File: config.mk
export PLATFORM = sky130hd
export DESIGN_NAME = dbg_wr_seq
export DESIGN_NICKNAME = d
export VERILOG_FILES = /design/src/rtl/dbg_wr_pkg.sv /design/src/rtl/dbg_addr_ctl.sv /design/src/rtl/dbg_istore.sv /design/src/rtl/dbg_memwr.sv /design/src/rtl/dbg_wr_seq.sv
export SDC_FILE = /design/constraint.sdc
export NUM_CORES = 1
export LEC_CHECK = 0
export BUFFER_PORTS_ARGS = -buffer_cell sky130_fd_sc_hd__buf_2
export CORE_MARGIN = 1
export CORE_UTILIZATION = 57
export DETAILED_ROUTE_END_ITERATION = 10
export GPL_ROUTABILITY_DRIVEN = 0
export PLACE_DENSITY = 0.92
export RECOVER_POWER = 25
export SLEW_MARGIN = 30
export SYNTH_ARGS = -nofsm -noshare
export SYNTH_HDL_FRONTEND = slang
export SYNTH_SLANG_ARGS = --single-unit
File: constraint.sdc
create_clock -name clk -period 5.8 [get_ports clk]
set_input_delay 1.16 -clock clk [delete_from_list [all_inputs] [get_ports clk]]
set_output_delay 1.16 -clock clk [all_outputs]
set_load 0.02 [all_outputs]
File: src/rtl/dbg_wr_pkg.sv
package dbg_wr_pkg;
    localparam int unsigned DATA_W    = 8;
    localparam int unsigned ADDR_W    = 8;
    localparam int unsigned PC_W      = 24;
    localparam int unsigned PC_LOW_W  = 16;
    localparam int unsigned NUM_STORE = 5;
    localparam logic [ADDR_W-1:0] STORE_BASE = 8'h21;
    localparam logic [ADDR_W-1:0] MEMWR_ADDR = 8'h30;
endpackage

File: src/rtl/dbg_addr_ctl.sv
module dbg_addr_ctl #(
    parameter int unsigned        AW        = 8,
    parameter logic [AW-1:0]      HOLD_ADDR = 8'h30
) (
    input  logic          clk,
    input  logic          rst_n,
    input  logic          start_i,
    input  logic          valid_i,
    input  logic [AW-1:0] data_i,
    output logic [AW-1:0] addr_o,
    output logic          wr_o
);
    localparam logic [AW-1:0] ADDR_ONE = 1;

    typedef struct packed {
        logic [AW-1:0] addr;
    } st_t;

    st_t st_d, st_q;

    always_comb begin
        st_d = st_q;
        if (start_i) begin
            st_d.addr = data_i;
        end else if (valid_i && (st_q.addr != HOLD_ADDR)) begin
            st_d.addr = st_q.addr + ADDR_ONE;
        end
    end

    always_ff @(posedge clk or negedge rst_n) begin
        if (!rst_n) st_q <= '0;
        else        st_q <= st_d;
    end

    assign addr_o = st_q.addr;
    assign wr_o   = valid_i && !start_i;


    addr_inc_chk: assert property (@(posedge clk) disable iff (!rst_n)
        (valid_i && !start_i && addr_o != HOLD_ADDR) |=> addr_o == $past(addr_o) + ADDR_ONE);

    addr_hold_chk: assert property (@(posedge clk) disable iff (!rst_n)
        (valid_i && !start_i && addr_o == HOLD_ADDR) |=> $stable(addr_o));

    addr_start_chk: assert property (@(posedge clk) disable iff (!rst_n)
        start_i |=> addr_o == $past(data_i));
endmodule

File: src/rtl/dbg_istore.sv
module dbg_istore #(
    parameter int unsigned   DW   = 8,
    parameter int unsigned   AW   = 8,
    parameter int unsigned   NS   = 5,
    parameter logic [AW-1:0] BASE = 8'h21
) (
    input  logic           clk,
    input  logic           rst_n,
    input  logic           wr_i,
    input  logic [AW-1:0]  addr_i,
    input  logic [DW-1:0]  data_i,
    output logic           exec_o,
    output logic [NS*DW-1:0] instr_o
);
    typedef struct packed {
        logic                   exec;
        logic [NS-1:0][DW-1:0]  store;
    } st_t;

    st_t st_d, st_q;
    logic [NS-1:0] hit;

    // store byte i lives at BASE + (NS-1-i): byte 0 (first opcode) is highest
    for (genvar i = 0; i < NS; i++) begin : g_hit
        assign hit[i] = wr_i && (addr_i == AW'(BASE + AW'(NS - 1 - i)));
    end

    always_comb begin
        st_d      = st_q;
        st_d.exec = hit[0];
        for (int i = 0; i < NS; i++) begin
            if (hit[i]) st_d.store[i] = data_i;
        end
    end

    // store bytes carry no reset: their content is undefined until written
    always_ff @(posedge clk or negedge rst_n) begin
        if (!rst_n) st_q.exec <= 1'b0;
        else        st_q      <= st_d;
    end

    assign exec_o  = st_q.exec;
    assign instr_o = st_q.store;


    exec_pulse_chk: assert property (@(posedge clk) disable iff (!rst_n)
        exec_o |=> !exec_o);

    exec_due_chk: assert property (@(posedge clk) disable iff (!rst_n)
        (wr_i && addr_i == AW'(BASE + AW'(NS - 1))) |=> exec_o);

    store_top_chk: assert property (@(posedge clk) disable iff (!rst_n)
        (wr_i && addr_i == BASE) |=> instr_o[NS*DW-1 -: DW] == $past(data_i));
endmodule

File: src/rtl/dbg_memwr.sv
module dbg_memwr #(
    parameter int unsigned DW   = 8,
    parameter int unsigned PCW  = 24,
    parameter int unsigned LOWW = 16
) (
    input  logic                 clk,
    input  logic                 rst_n,
    input  logic                 wr_i,
    input  logic [DW-1:0]        data_i,
    input  logic                 wide_i,
    input  logic [PCW-LOWW-1:0]  base_i,
    input  logic                 pc_load_i,
    input  logic [PCW-1:0]       pc_load_val_i,
    output logic                 mem_we_o,
    output logic [PCW-1:0]       mem_addr_o,
    output logic [DW-1:0]        mem_data_o
);
    localparam int unsigned HIW = PCW - LOWW;
    localparam logic [PCW-1:0]  PC_ONE  = 1;
    localparam logic [LOWW-1:0] LOW_ONE = 1;

    typedef struct packed {
        logic [PCW-1:0] pc;
        logic           we;
        logic [PCW-1:0] addr;
        logic [DW-1:0]  data;
    } st_t;

    st_t st_d, st_q;

    always_comb begin
        st_d    = st_q;
        st_d.we = wr_i;
        if (wr_i) begin
            st_d.data = data_i;
            if (wide_i) begin
                st_d.addr = st_q.pc;
                st_d.pc   = st_q.pc + PC_ONE;
            end else begin
                st_d.addr = {base_i, st_q.pc[LOWW-1:0]};
                st_d.pc   = {st_q.pc[PCW-1 -: HIW], st_q.pc[LOWW-1:0] + LOW_ONE};
            end
        end
        if (pc_load_i) st_d.pc = pc_load_val_i;
    end

    always_ff @(posedge clk or negedge rst_n) begin
        if (!rst_n) st_q <= '0;
        else        st_q <= st_d;
    end

    assign mem_we_o   = st_q.we;
    assign mem_addr_o = st_q.addr;
    assign mem_data_o = st_q.data;


    mem_wr_chk: assert property (@(posedge clk) disable iff (!rst_n)
        wr_i |=> (mem_we_o && mem_data_o == $past(data_i)));

    pc_wide_chk: assert property (@(posedge clk) disable iff (!rst_n)
        (wr_i && !pc_load_i && wide_i) |=> st_q.pc == $past(st_q.pc) + PC_ONE);

    pc_narrow_chk: assert property (@(posedge clk) disable iff (!rst_n)
        (wr_i && !pc_load_i && !wide_i) |=>
            (st_q.pc[PCW-1 -: HIW] == $past(st_q.pc[PCW-1 -: HIW]) &&
             st_q.pc[LOWW-1:0] == $past(st_q.pc[LOWW-1:0]) + LOW_ONE));

    pc_load_chk: assert property (@(posedge clk) disable iff (!rst_n)
        pc_load_i |=> st_q.pc == $past(pc_load_val_i));
endmodule

File: src/rtl/dbg_wr_seq.sv
module dbg_wr_seq
    import dbg_wr_pkg::*;
#(
    parameter int unsigned         DW        = DATA_W,
    parameter int unsigned         AW        = ADDR_W,
    parameter int unsigned         PCW       = PC_W,
    parameter int unsigned         LOWW      = PC_LOW_W,
    parameter int unsigned         NS        = NUM_STORE,
    parameter logic [AW-1:0]       ST_BASE   = STORE_BASE,
    parameter logic [AW-1:0]       MW_ADDR   = MEMWR_ADDR
) (
    input  logic                 clk,
    input  logic                 rst_n,
    input  logic                 start_i,
    input  logic                 valid_i,
    input  logic [DW-1:0]        data_i,
    input  logic                 wide_mode_i,
    input  logic [PCW-LOWW-1:0]  mem_base_i,
    input  logic                 pc_load_i,
    input  logic [PCW-1:0]       pc_load_val_i,
    output logic                 exec_o,
    output logic [NS*DW-1:0]     instr_o,
    output logic                 mem_we_o,
    output logic [PCW-1:0]       mem_addr_o,
    output logic [DW-1:0]        mem_data_o
);
    localparam logic [AW-1:0] ST_LAST = AW'(ST_BASE + AW'(NS - 1));

    logic [AW-1:0] addr_q;
    logic          wr;
    logic          mw_wr;
    logic          unmapped;

    dbg_addr_ctl #(.AW(AW), .HOLD_ADDR(MW_ADDR)) addr_i (
        .clk     (clk),
        .rst_n   (rst_n),
        .start_i (start_i),
        .valid_i (valid_i),
        .data_i  (data_i[AW-1:0]),
        .addr_o  (addr_q),
        .wr_o    (wr)
    );

    dbg_istore #(.DW(DW), .AW(AW), .NS(NS), .BASE(ST_BASE)) store_i (
        .clk     (clk),
        .rst_n   (rst_n),
        .wr_i    (wr),
        .addr_i  (addr_q),
        .data_i  (data_i),
        .exec_o  (exec_o),
        .instr_o (instr_o)
    );

    assign mw_wr = wr && (addr_q == MW_ADDR);

    dbg_memwr #(.DW(DW), .PCW(PCW), .LOWW(LOWW)) memwr_i (
        .clk           (clk),
        .rst_n         (rst_n),
        .wr_i          (mw_wr),
        .data_i        (data_i),
        .wide_i        (wide_mode_i),
        .base_i        (mem_base_i),
        .pc_load_i     (pc_load_i),
        .pc_load_val_i (pc_load_val_i),
        .mem_we_o      (mem_we_o),
        .mem_addr_o    (mem_addr_o),
        .mem_data_o    (mem_data_o)
    );

    assign unmapped = (addr_q < ST_BASE || addr_q > ST_LAST) && (addr_q != MW_ADDR);


    rst_quiet_chk: assert property (@(posedge clk)
        !rst_n |=> (!exec_o && !mem_we_o));

    unmapped_chk: assert property (@(posedge clk) disable iff (!rst_n)
        (wr && unmapped) |=> (!exec_o && !mem_we_o && $stable(instr_o)));

    start_wins_chk: assert property (@(posedge clk) disable iff (!rst_n)
        start_i |=> (!exec_o && !mem_we_o));
endmodule

==> reports/summary.md, run 1 <==
* **type of the worst setup path** input pin to flop
* **Post-CTS Setup Inserts** 0
* **post-detailed-route via-to-cell ratio** 5.77
* **Avg Cell Area, Syn** 10.7 sq um
* **buffers and inverters on the worst path** 2
* **met2 wire length** 5090 microns
* **Area contributors post-synth** sky130_fd_sc_hd__dfrtp_1 (34%), sky130_fd_sc_hd__edfxtp_1 (25%), sky130_fd_sc_hd__nand2_1 (8.2%)
* **pre-CTS WS** 2.10 ns
* **post-cts hold buffer count** 0
* **synthesis warning total** 0
* **final setup margin** 2.34 ns
* **netlist area before placement** 4850 sq um
* **all-layer global routing usage** 0.250
* **number of placed instances with taps included** 624
* **number of synthesized register bits** 106
* **final worst-path cycle share** 0.596
* **global-route wire length before repair** 17100 microns
* **post-synthesis sequential area ratio** 0.589
* **achievable frequency** 289 MHz
* **Clock Skews** 0.0126 ns
* **CTS clock-pin slew for the worst setup and hold paths** 0.10 ns
* **vias in the first global route** 3502
* **antenna violations before repair** 0
* **first-pass iteration count of the detailed router** 5
* **Detail Route Antenna Nets** 0
* **number of top-level pins** 120
* **peak supply drop** 0.000159 V
* **number of hold violations in the final report** 0
* **headroom to the max-slew limit** 0.438
* **power per cell area** 281 nW/um^2
* **shortest period the worst path allows** 3.46 ns
* **nets** 581
* **result of the run** finished, final reports clean
* **PnR Total Power** 1.53 mW
* **Slowest-stage cell, CP** sky130_fd_sc_hd__or4_2
* **RSZ-0062 raised after global routing** no
* **core occupancy in the finished layout** 0.663
* **standard cell area after detailed placement** 5240 sq um
* **top metal layer carrying routed signals** met4
* **Tightest Hold Check Type** flop to flop
* **Mapped Nets** 502
* **DIE AREA** 8880 sq um
* **static power due to leakage** 2.45 nW
* **grt ovf** 0
* **maximum cell stage delay along the critical path** 0.66 ns
* **share of flip-flops with an asynchronous set or reset** 0.623
* **DRT iter0 DRCs** 210
* **standard cell core area** 8220 sq um
* **CP arrival** 3.74 ns
* **Port-buffer cells** 119
* **critical path fanouts, max** 34
* **total wirelength of the detailed-routed design** 10500 microns
* **count of instances resized after the clock tree is built** 0
* **Site Rows** 33
* **Routed met1 length** 4500 microns
* **sum of met3 wire segment lengths after detailed routing** 854 microns
* **most area-hungry cell type in the Yosys netlist** sky130_fd_sc_hd__dfrtp_1
* **number of H-tree branching levels** 3
* **root buffer cell** sky130_fd_sc_hd__clkbuf_8
* **cell area after layout** 5450 sq um
* **required time of the worst setup path** 6.08 ns
* **worst hold-check slack** 0.480 ns
* **CP endpoint kind** flop
* **maximum number of pins on one net before global-route repair** 67
* **final setup violation count** 0
* **vertical die dimension** 94.2 microns
* **clock sink count** 106
* **Post-synth top flop** sky130_fd_sc_hd__dfrtp_1
* **Top delay family on crit path** simple AND/OR/NAND/NOR gates
* **number of diodes** 0
* **gate count after technology mapping** 451
* **crit path launch type** input pin
* **number of cells in the finished layout apart from fillers** 640
* **layout cells sized above 1** 0.249
* **total clock buffers created by CTS** 9
* **number of remaining DRC errors** 0
* **final max-slew violation count** 0
* **routed len/inst** 16.5 microns
* **placed wire-length estimate after detailed placement** 7370 microns
* **cells along the critical path** clkbuf_1 > nor2b_1 > nand3_2 > buf_4 > or4_2 > a31oi_1
* **clock tree buffer depth** 2
* **clock latency on the worst-skew pair** 0.36 ns
* **width of the die** 94.2 microns
* **number of different library cells in the post-synthesis netlist** 51
* **number of synthesized flops with an enable pin** 40
* **clock tree from TritonCTS** yes
* **max capacitance violation total** 0
* **layout-stage area growth over the synthesis result** 12.4%
* **vias after detailed routing** 3695
* **setup TNS** 0 ns
* **area fraction of the dominant cell type after synthesis** 0.341
* **initial standard-cell utilization of the core** 0.590
* **actual transition at the worst max-transition pin** 0.842 ns
==> layout by cell type (no fill, tap or decap), types with 2 or more instances in the layout <==
cell type and instances:
sky130_fd_sc_hd__buf_2 109, sky130_fd_sc_hd__nand2_1 106, sky130_fd_sc_hd__dfrtp_1 66, sky130_fd_sc_hd__edfxtp_1 40
sky130_fd_sc_hd__o21ai_0 30, sky130_fd_sc_hd__nor2_1 18, sky130_fd_sc_hd__nand3_1 13, sky130_fd_sc_hd__a31oi_1 13
sky130_fd_sc_hd__or4_1 11, sky130_fd_sc_hd__clkbuf_1 11, sky130_fd_sc_hd__mux2i_1 10, sky130_fd_sc_hd__nand4_1 10
sky130_fd_sc_hd__clkbuf_8 9, sky130_fd_sc_hd__o31ai_1 8, sky130_fd_sc_hd__nor2b_1 5, sky130_fd_sc_hd__nor4_1 5
sky130_fd_sc_hd__xor2_1 5, sky130_fd_sc_hd__xnor2_1 5, sky130_fd_sc_hd__ha_1 5, sky130_fd_sc_hd__inv_1 4
sky130_fd_sc_hd__nand2b_1 4, sky130_fd_sc_hd__and3_1 4, sky130_fd_sc_hd__or3_1 4, sky130_fd_sc_hd__and2_1 3
sky130_fd_sc_hd__or3b_1 2, sky130_fd_sc_hd__and4_1 2, sky130_fd_sc_hd__or4b_1 2, sky130_fd_sc_hd__a22o_1 2
sky130_fd_sc_hd__o211ai_1 2, sky130_fd_sc_hd__o31a_1 2, sky130_fd_sc_hd__bufinv_16 2, sky130_fd_sc_hd__buf_4 2
==> metal layers <==
metal / vias up / GRT usage
met5: - / 0
met3: 10 / 0.0510
li1: 1718 / -
met2: 186 / 0.409
met4: 0 / 0.0756
met1: 1781 / 0.334
==> power by group <==
part	total [mW]	internal [mW]	switching, mW
registers	0.861	0.817	0.0442
logic	0.170	0.0654	0.104
clock network	0.498	0.245	0.253
==> logic make-up after synthesis <==
logic type,after synthesis,synth area share
AOI/OAI and AO/OA,62,0.0787
xor gates and xnor gates,10,0.0181
adders and majority gates,5,0.0129
buffers and inverters,58,0.0767
DFF,106,0.589
muxes,10,0.0207
and+or+nand+nor,200,0.204
==> registers in the layout, indices dropped and copies added, names as in the netlist <==
| register | cells |
|---|---|
| memwr_i.mem_addr_o | 24 |
| memwr_i.st_q | 24 |
| store_i.exec_o | 1 |
| store_i.instr_o | 40 |
| addr_i.addr_o | 8 |
| memwr_i.mem_data_o | 8 |
| memwr_i.mem_we_o | 1 |
==> cell type report <==
cell class | instances | area [sq um]
fill | 655 | 2770
multi-input combinational | 287 | 1630
inverter | 5 | 18.8
sequential | 106 | 2850
tap | 105 | 131
timing repair buffer | 121 | 598
clock inverter | 6 | 88.8
clock buffer | 10 | 128
==> path summary, 6_finish.rpt <==
check | start | end | slack, ns | cells past startpoint
worst min register to register | memwr_i.mem_addr_o[5] | memwr_i.mem_addr_o[5] | 0.48 | 2
min in group asynchronous | rst_n | memwr_i.mem_addr_o[14] | 1.15 | 2
worst min-delay path | memwr_i.mem_addr_o[5] | memwr_i.mem_addr_o[5] | 0.48 | 2
worst max-delay path | valid_i | memwr_i.st_q[45] | 2.34 | 6
worst max register to register | addr_i.addr_o[0] | memwr_i.st_q[45] | 2.42 | 7
max in group asynchronous | rst_n | memwr_i.st_q[52] | 4.11 | 2
==> Yosys cell counts (2+ instances only) <==
library cell,number
sky130_fd_sc_hd__and2_1,3
sky130_fd_sc_hd__nand2b_1,4
sky130_fd_sc_hd__or4_1,11
sky130_fd_sc_hd__nor2_1,18
sky130_fd_sc_hd__buf_2,4
sky130_fd_sc_hd__a31oi_1,13
sky130_fd_sc_hd__edfxtp_1,40
sky130_fd_sc_hd__ha_1,5
sky130_fd_sc_hd__and3_1,4
sky130_fd_sc_hd__buf_6,2
sky130_fd_sc_hd__o21ai_0,30
sky130_fd_sc_hd__nor2b_1,5
sky130_fd_sc_hd__dfrtp_1,66
sky130_fd_sc_hd__or4b_1,2
sky130_fd_sc_hd__clkbuf_1,11
sky130_fd_sc_hd__xor2_1,5
sky130_fd_sc_hd__xnor2_1,5
sky130_fd_sc_hd__mux2i_1,10
sky130_fd_sc_hd__o31ai_1,8
sky130_fd_sc_hd__buf_1,2
sky130_fd_sc_hd__nand4_1,10
sky130_fd_sc_hd__buf_4,32
sky130_fd_sc_hd__nand2_1,106
sky130_fd_sc_hd__a22o_1,2
sky130_fd_sc_hd__and4_1,2
sky130_fd_sc_hd__o31a_1,2
sky130_fd_sc_hd__nor4_1,5
sky130_fd_sc_hd__or3_1,4
sky130_fd_sc_hd__o211ai_1,2
sky130_fd_sc_hd__nand3_1,13
sky130_fd_sc_hd__inv_1,4
sky130_fd_sc_hd__or3b_1,2
==> worst reg2reg max path, stage by stage (launching register included) <==
cell and delay (ns):
sky130_fd_sc_hd__dfrtp_1 0.44, sky130_fd_sc_hd__inv_1 0.15, sky130_fd_sc_hd__ha_1 0.20, sky130_fd_sc_hd__nor4bb_2 0.66
sky130_fd_sc_hd__nand3_2 0.57, sky130_fd_sc_hd__buf_4 0.43, sky130_fd_sc_hd__or4_2 0.67, sky130_fd_sc_hd__a31oi_1 0.19
No activity file was read; power rests on OpenSTA's default activity.
==> inputs of run 2 (changes only) <==
Settings changed: CORE_UTILIZATION 57 to 48, PLACE_DENSITY 0.92 to 0.83.
Clock period 5.8 ns to 2.9 ns, I/O delays scaled along.
==> run 2 against run 1 <==
Effect of this change: the flow now finishes with violations (max-capacitance violations, max-slew violations); die area increased by 18%; combinational power increased by 100%; critical path depth increased by 2; highest routed layer unchanged.
==> reports/summary.md, run 2 (same netlist as run 1, synthesis figures left out) <==
* **critical path fanouts, max** 28, was 34
* **layout cells sized above 1** 0.261, was 0.249
* **width of the die** 102 microns, was 94.2 microns
* **origin of the worst min-delay path** pc_load_val_i[0], was memwr_i.mem_addr_o[5]
* **power per cell area** 555 nW/um^2, was 281 nW/um^2
* **post-cts hold buffer count** 0, unchanged
* **number of remaining DRC errors** 0, unchanged
* **buffers and inverters on the worst path** 3, was 2
* **count of fill cells added during filler insertion** 835, was 655
* **crit path launch type** flop, was input pin
* **final setup violation count** 0, unchanged
* **Port-buffer cells** 119, unchanged
* **Reg-to-Reg Start** addr_i.addr_o[0], unchanged
* **clock tree buffer depth** 2, unchanged
* **shortest period the worst path allows** 2.56 ns
* **final worst-path cycle share** 0.883
* **antenna violations before repair** 0, unchanged
* **vertical die dimension** 102 microns, was 94.2 microns
* **number of diodes** 0, unchanged
* **required time of the worst setup path** 3.19 ns, was 6.08 ns
* **number of hold violations in the final report** 0, unchanged
* **headroom to the max-slew limit** -0.0956, was 0.438
* **peak supply drop** 0.000302 V, was 0.000159 V
* **static power due to leakage** 2.49 nW, was 2.45 nW
* **Detail Route Antenna Nets** 0, unchanged
* **endpoint of the worst hold-timing path** memwr_i.st_q[33], was memwr_i.mem_addr_o[5]
* **post-detailed-route via-to-cell ratio** 5.45, was 5.77
* **final max-slew violation count** 67, was 0
* **result of the run** finished with violations, was finished, final reports clean
* **reg-to-reg endpoint** memwr_i.st_q[50], was memwr_i.st_q[45]
* **setup TNS** 0 ns, unchanged
* **type of the worst setup path** flop to flop, was input pin to flop
* **routed len/inst** 16.0 microns, was 16.5 microns
* **storage element area** 2850 sq um, unchanged
* **final setup margin** 0.339 ns, was 2.34 ns
* **failing checks** max-capacitance violations, max-slew violations
* **maximum number of pins on one net before global-route repair** 67, unchanged
* **total wirelength of the detailed-routed design** 10800 microns, was 10500 microns
* **Clock Skews** 0.0150 ns, was 0.0126 ns
* **count of instances resized after the clock tree is built** 0, unchanged
* **nets** 587, was 581
* **cell repeated most along the worst path** sky130_fd_sc_hd__buf_4
* **CTS clock-pin slew for the worst setup and hold paths** 0.11 ns, was 0.10 ns
* **standard cell core area** 9770 sq um, was 8220 sq um
* **Tightest Hold Check Type** input pin to flop, was flop to flop
* **DRT iter0 DRCs** 287, was 210
* **max capacitance violation total** 1, was 0
* **achievable frequency** 391 MHz
* **Post-CTS Setup Inserts** 0, unchanged
* **worst hold-check slack** 0.410 ns, was 0.480 ns
* **max FFs per register** 40, unchanged
* **cells along the critical path** inv_1 > ha_1 > nor4bb_1 > buf_4 > nand3_2 > buf_4 > or4_1 > a31oi_1, was clkbuf_1 > nor2b_1 > nand3_2 > buf_4 > or4_2 > a31oi_1
* **CP arrival** 2.85 ns, was 3.74 ns
* **total clock buffers created by CTS** 9, unchanged
* **Slowest-stage cell, CP** sky130_fd_sc_hd__or4_1, was sky130_fd_sc_hd__or4_2
* **first-pass iteration count of the detailed router** 5, unchanged
* **number of top-level pins** 120, unchanged
* **root buffer cell** sky130_fd_sc_hd__clkbuf_8, unchanged
* **RSZ-0062 raised after global routing** no, unchanged
* **worst r2r path cells** 8, was 7
* **multi-input gate area in the final layout** 1620 sq um, was 1630 sq um
* **core occupancy in the finished layout** 0.566, was 0.663
* **pre-CTS WS** 0.417 ns, was 2.10 ns
* **clock sink count** 106, unchanged
* **actual transition at the worst max-transition pin** 1.64 ns, was 0.842 ns
* **placed wire-length estimate after detailed placement** 7710 microns, was 7370 microns
* **Site Rows** 36, was 33
* **vias in the first global route** 3502, unchanged
* **most common cell after layout, fill and taps aside** sky130_fd_sc_hd__buf_2, unchanged
* **global-route wire length before repair** 17400 microns, was 17100 microns
* **vias after detailed routing** 3671, was 3695
* **clock tree from TritonCTS** yes, unchanged
* **most frequent cells in the layout** sky130_fd_sc_hd__buf_2 (110), sky130_fd_sc_hd__nand2_1 (106), sky130_fd_sc_hd__dfrtp_1 (66), sky130_fd_sc_hd__edfxtp_1 (40), sky130_fd_sc_hd__o21ai_0 (30), was sky130_fd_sc_hd__buf_2 (109), sky130_fd_sc_hd__nand2_1 (106), sky130_fd_sc_hd__dfrtp_1 (66), sky130_fd_sc_hd__edfxtp_1 (40), sky130_fd_sc_hd__o21ai_0 (30)
* **all-layer global routing usage** 0.217, was 0.250
* **clock latency on the worst-skew pair** 0.37 ns, was 0.36 ns
* **maximum cell stage delay along the critical path** 0.53 ns, was 0.66 ns
* **Top delay family on crit path** simple AND/OR/NAND/NOR gates, unchanged
* **grt ovf** 0, unchanged
* **layout-stage area growth over the synthesis result** 14.1%, was 12.4%
* **CP endpoint kind** flop, unchanged
* **initial standard-cell utilization of the core** 0.496, was 0.590
* **number of cells traversed by the worst hold path** 3, was 2
* **Reg2Reg Setup Slack** 0.34 ns, was 2.42 ns
* **number of H-tree branching levels** 3, unchanged
* **DIE AREA** 10500 sq um, was 8880 sq um
==> run 2: cell types whose count changed in the layout (fill, tap and decap cells not counted), sizes merged <==
cell      change
clkinvlp      -1
buf           +6
inv           +1
clkbuf        +1
bufinv        -1
==> run 2: worst max-delay path by stage <==
stage,start,endpoint,slack (ns),cells past startpoint
2_1_floorplan,addr_i.addr_o[0],memwr_i.st_q[45],0.81,7
3_3_place_gp,addr_i.addr_o[0],memwr_i.st_q[50],0.50,8
3_5_place_dp,addr_i.addr_o[0],memwr_i.st_q[50],0.42,8
4_1_cts,addr_i.addr_o[0],memwr_i.st_q[50],0.39,8
5_1_grt,addr_i.addr_o[0],memwr_i.st_q[50],0.12,8
6_report,addr_i.addr_o[0],memwr_i.st_q[50],0.34,8
==> run 2: per-stage QoR <==
stage               instance area (sq um)  cells  power (mW)
floorplan                            4850    451        1.99
global placement                     5320    658        2.08
detailed placement                   5320    658        2.10
CTS                                  5540    674        3.09
global route                         5530    674        3.19
finish                               5530    674        3.07
==> run 2: area by class of cell <==
cell class / count / share of cell area
Clock inverter: 5 / 0.0118
Clock buffer: 11 / 0.0294
Tap cell: 133 / 0.0301
Sequential cell: 106 / 0.516
Timing Repair Buffer: 127 / 0.116
Multi-Input combinational cell: 287 / 0.293
Inverter: 5 / 0.00339
==> run 2: routing by layer <==
layer / GRT usage / routed length, microns / vias to the layer above
met5: 0 / 0 / -
met4: 0.101 / 261 / 0
met3: 0.0427 / 676 / 18
met2: 0.346 / 5230 / 155
met1: 0.287 / 4620 / 1767
li1: - / - / 1731
==> run 2: power breakdown <==
group / internal (mW) / switching (mW)
clock: 0.485 / 0.518
combinational: 0.133 / 0.210
sequential: 1.63 / 0.0884
==> run 2: tightest hold or removal path: cells and delay by family <==
| family | cells | cell delay, ns |
|---|---|---|
| AND/OR/NAND/NOR | 1 | 0.04 |
| AO/OA/AOI/OAI | 1 | 0.06 |
| buffers and inverters | 1 | 0.08 |
==> inputs of run 3 (changes only) <==
--- a/config.mk
+++ b/config.mk
@@ -7,4 +7,5 @@
 export LEC_CHECK = 0
 export BUFFER_PORTS_ARGS = -buffer_cell sky130_fd_sc_hd__buf_2
+export CORE_ASPECT_RATIO = 0.75
 export CORE_MARGIN = 1
 export CORE_UTILIZATION = 48
==> constraint.sdc (replaced) <==
create_clock -name clk -period 2.9 [get_ports clk]
set_input_delay 0.435 -clock clk [delete_from_list [all_inputs] [get_ports clk]]
set_output_delay 0.435 -clock clk [all_outputs]
set_load 0.005 [all_outputs]
==> run 3 against run 2 <==
Effect of this change: the flow still finishes with violations (max-capacitance violations, max-slew violations); clock skew decreased by 0.0086 ns; fmax decreased by 2.1%; sequential share of layout area decreased by 0.86 points; combinational power fell by 14%; critical path depth fell by 1; critical endpoint is now memwr_i.st_q[47]; largest cell class unchanged; highest routed layer unchanged.
==> reports/summary.md, run 3 (same netlist as run 1, synthesis figures left out) <==
* **result of the run** finished with violations, unchanged
* **failing checks** max-capacitance violations, max-slew violations, unchanged
* **max FFs per register** 40, unchanged
* **Reg2Reg Setup Slack** 0.28 ns, was 0.34 ns
* **number of H-tree branching levels** 3, unchanged
* **nets** 587, unchanged
* **DRT iter0 DRCs** 393, was 287
* **clock sink count** 106, unchanged
* **post-detailed-route via-to-cell ratio** 5.42, was 5.45
* **most frequent cells in the layout** sky130_fd_sc_hd__buf_2 (110), sky130_fd_sc_hd__nand2_1 (106), sky130_fd_sc_hd__dfrtp_1 (66), sky130_fd_sc_hd__edfxtp_1 (40), sky130_fd_sc_hd__o21ai_0 (30), unchanged
* **routed len/inst** 16.3 microns, was 16.0 microns
* **required time of the worst setup path** 3.17 ns, was 3.19 ns
* **max capacitance violation total** 1, unchanged
* **worst r2r path cells** 7, was 8
* **final max-slew violation count** 67, unchanged
* **achievable frequency** 382 MHz, was 391 MHz
* **total clock buffers created by CTS** 9, unchanged
* **static power due to leakage** 2.53 nW, was 2.49 nW
* **final setup violation count** 0, unchanged
* **endpoint of the worst hold-timing path** memwr_i.st_q[51], was memwr_i.st_q[33]
* **cell area after layout** 5620 sq um, was 5530 sq um
* **count of instances resized after the clock tree is built** 0, unchanged
* **count of fill cells added during filler insertion** 817, was 835
* **clock latency on the worst-skew pair** 0.34 ns, was 0.37 ns
* **initial standard-cell utilization of the core** 0.498, was 0.496
* **clock tree from TritonCTS** yes, unchanged
* **vertical die dimension** 89.0 microns, was 102 microns
* **reg-to-reg endpoint** memwr_i.st_q[47], was memwr_i.st_q[50]
* **post-cts hold buffer count** 0, unchanged
* **Top delay family on crit path** simple AND/OR/NAND/NOR gates, unchanged
* **RSZ-0062 raised after global routing** no, unchanged
* **maximum number of pins on one net before global-route repair** 67, unchanged
* **standard cell core area** 9740 sq um, was 9770 sq um
* **total wirelength of the detailed-routed design** 11000 microns, was 10800 microns
* **buffers and inverters on the worst path** 2, was 3
* **Slowest-stage cell, CP** sky130_fd_sc_hd__or4_1, unchanged
* **core occupancy in the finished layout** 0.578, was 0.566
* **number of top-level pins** 120, unchanged
* **shortest period the worst path allows** 2.62 ns, was 2.56 ns
* **busiest metal layer after global routing** met2, unchanged
* **DIE AREA** 10500 sq um, about the same
* **Port-buffer cells** 119, unchanged
* **origin of the worst min-delay path** pc_load_val_i[18], was pc_load_val_i[0]
* **crit path launch type** flop, unchanged
* **cells along the critical path** inv_1 > ha_1 > nor4bb_1 > nand3_2 > buf_4 > or4_1 > a31oi_1, was inv_1 > ha_1 > nor4bb_1 > buf_4 > nand3_2 > buf_4 > or4_1 > a31oi_1
* **actual transition at the worst max-transition pin** 1.66 ns, was 1.64 ns
* **final worst-path cycle share** 0.902, was 0.883
* **Reg-to-Reg Start** addr_i.addr_o[0], unchanged
* **CP arrival** 2.88 ns, was 2.85 ns
* **grt met1 use** 0.301, was 0.287
* **Site Rows** 31, was 36
* **type of the worst setup path** flop to flop, unchanged
* **vias after detailed routing** 3649, was 3671
* **GR Util met3** 0.0536, was 0.0427
* **CP endpoint kind** flop, unchanged
* **critical path fanouts, max** 17, was 28
* **number of diodes** 0, unchanged
* **Tightest Hold Check Type** input pin to flop, unchanged
* **CTS clock-pin slew for the worst setup and hold paths** 0.07 ns, was 0.11 ns
* **standard cell area after detailed placement** 5320 sq um, about the same
* **global-route track usage on met2** 0.357, was 0.346
* **first-pass iteration count of the detailed router** 5, unchanged
* **all-layer global routing usage** 0.222, was 0.217
* **grt ovf** 0, unchanged
* **global-route wire length before repair** 17800 microns, was 17400 microns
* **number of placed instances with taps included** 657, was 658
* **antenna violations before repair** 0, unchanged
* **maximum cell stage delay along the critical path** 0.50 ns, was 0.53 ns
* **placed wire-length estimate after detailed placement** 7680 microns, was 7710 microns
* **Clock Skews** 0.00644 ns, was 0.0150 ns
* **Post-CTS Setup Inserts** 0, unchanged
* **power per cell area** 591 nW/um^2, was 555 nW/um^2
* **number of remaining DRC errors** 0, unchanged
* **layout cells sized above 1** 0.257, was 0.261
* **vias in the first global route** 3499, was 3502
* **peak supply drop** 0.000319 V, was 0.000302 V
* **number of cells in the finished layout apart from fillers** 673, was 674
* **number of cells traversed by the worst hold path** 3, unchanged
* **most common cell after layout, fill and taps aside** sky130_fd_sc_hd__buf_2, unchanged
* **root buffer cell** sky130_fd_sc_hd__clkbuf_16, was sky130_fd_sc_hd__clkbuf_8
* **layout-stage area growth over the synthesis result** 16.0%, was 14.1%
* **width of the die** 118 microns, was 102 microns
* **setup TNS** 0 ns, unchanged
* **number of hold violations in the final report** 0, unchanged
* **Detail Route Antenna Nets** 0, unchanged
* **clock tree buffer depth** 2, unchanged
* **headroom to the max-slew limit** -0.106, was -0.0956
[run 3: changes by cell type in the layout (fill, tap and decap cells not counted)]
cell | before | now
sky130_fd_sc_hd__bufinv_16 | 1 | 2
sky130_fd_sc_hd__clkbuf_1 | 9 | 11
sky130_fd_sc_hd__clkbuf_16 | 1 | 9
sky130_fd_sc_hd__clkbuf_8 | 10 | 1
sky130_fd_sc_hd__clkinv_4 | 2 | 1
sky130_fd_sc_hd__clkinvlp_4 | 0 | 1
sky130_fd_sc_hd__inv_6 | 2 | 0
[run 3: worst min-delay path, delay by kind of cell]
family	cells	cell delay (ns)
and+or+nand+nor	2	0.11
buffers and inverters	1	0.08
[run 3: how the worst max path moves through the flow]
| stage | startpoint | to | slack [ns] | cells past startpoint |
|---|---|---|---|---|
| after global placement | addr_i.addr_o[0] | memwr_i.st_q[39] | 0.39 | 7 |
| after detailed placement | addr_i.addr_o[0] | memwr_i.st_q[47] | 0.31 | 7 |
| after global routing | addr_i.addr_o[1] | memwr_i.st_q[47] | 0.11 | 7 |
| after floorplan | addr_i.addr_o[0] | memwr_i.st_q[45] | 0.81 | 7 |
| after CTS | addr_i.addr_o[0] | memwr_i.st_q[47] | 0.30 | 7 |
| final | addr_i.addr_o[0] | memwr_i.st_q[47] | 0.28 | 7 |
[run 3: area by class of cell]
class	count	area [sq um]	area share
Sequential cell	106	2850	0.507
Multi-Input combinational cell	287	1620	0.289
Timing Repair Buffer	127	642	0.114
Clock buffer	12	246	0.0438
Tap cell	132	165	0.0294
Clock inverter	4	76.3	0.0136
Inverter	5	18.8	0.00334
[run 3: power by group]
group          leakage, nW  internal [mW]  total (mW)  switching (mW)
Combinational         1.17          0.130       0.296           0.165
Sequential            1.20           1.64        1.73          0.0896
Clock                0.153          0.782        1.30           0.522
Total                 2.53           2.55        3.33           0.777
[run 3: per-layer routing]
metal  part of all wire  wire (microns)  vias to the layer above
li1                   -               -                     1732
met5                  0               0                        -
met1               0.45            4970                     1798
met4             0.0060              66                        0
met2               0.47            5220                      114
met3              0.067             737                        5
[run 3: per-stage QoR]
| step | total power [mW] | hold slack (ns) | worst slack, ns |
|---|---|---|---|
| 2_1_floorplan | 1.95 | 0.139 | 0.805 |
| 3_3_place_gp | 2.03 | 0.456 | 0.392 |
| 3_5_place_dp | 2.05 | 0.457 | 0.315 |
| 4_1_cts | 3.35 | 0.308 | 0.295 |
| 5_1_grt | 3.46 | 0.315 | 0.111 |
| 6_report | 3.33 | 0.311 | 0.284 |
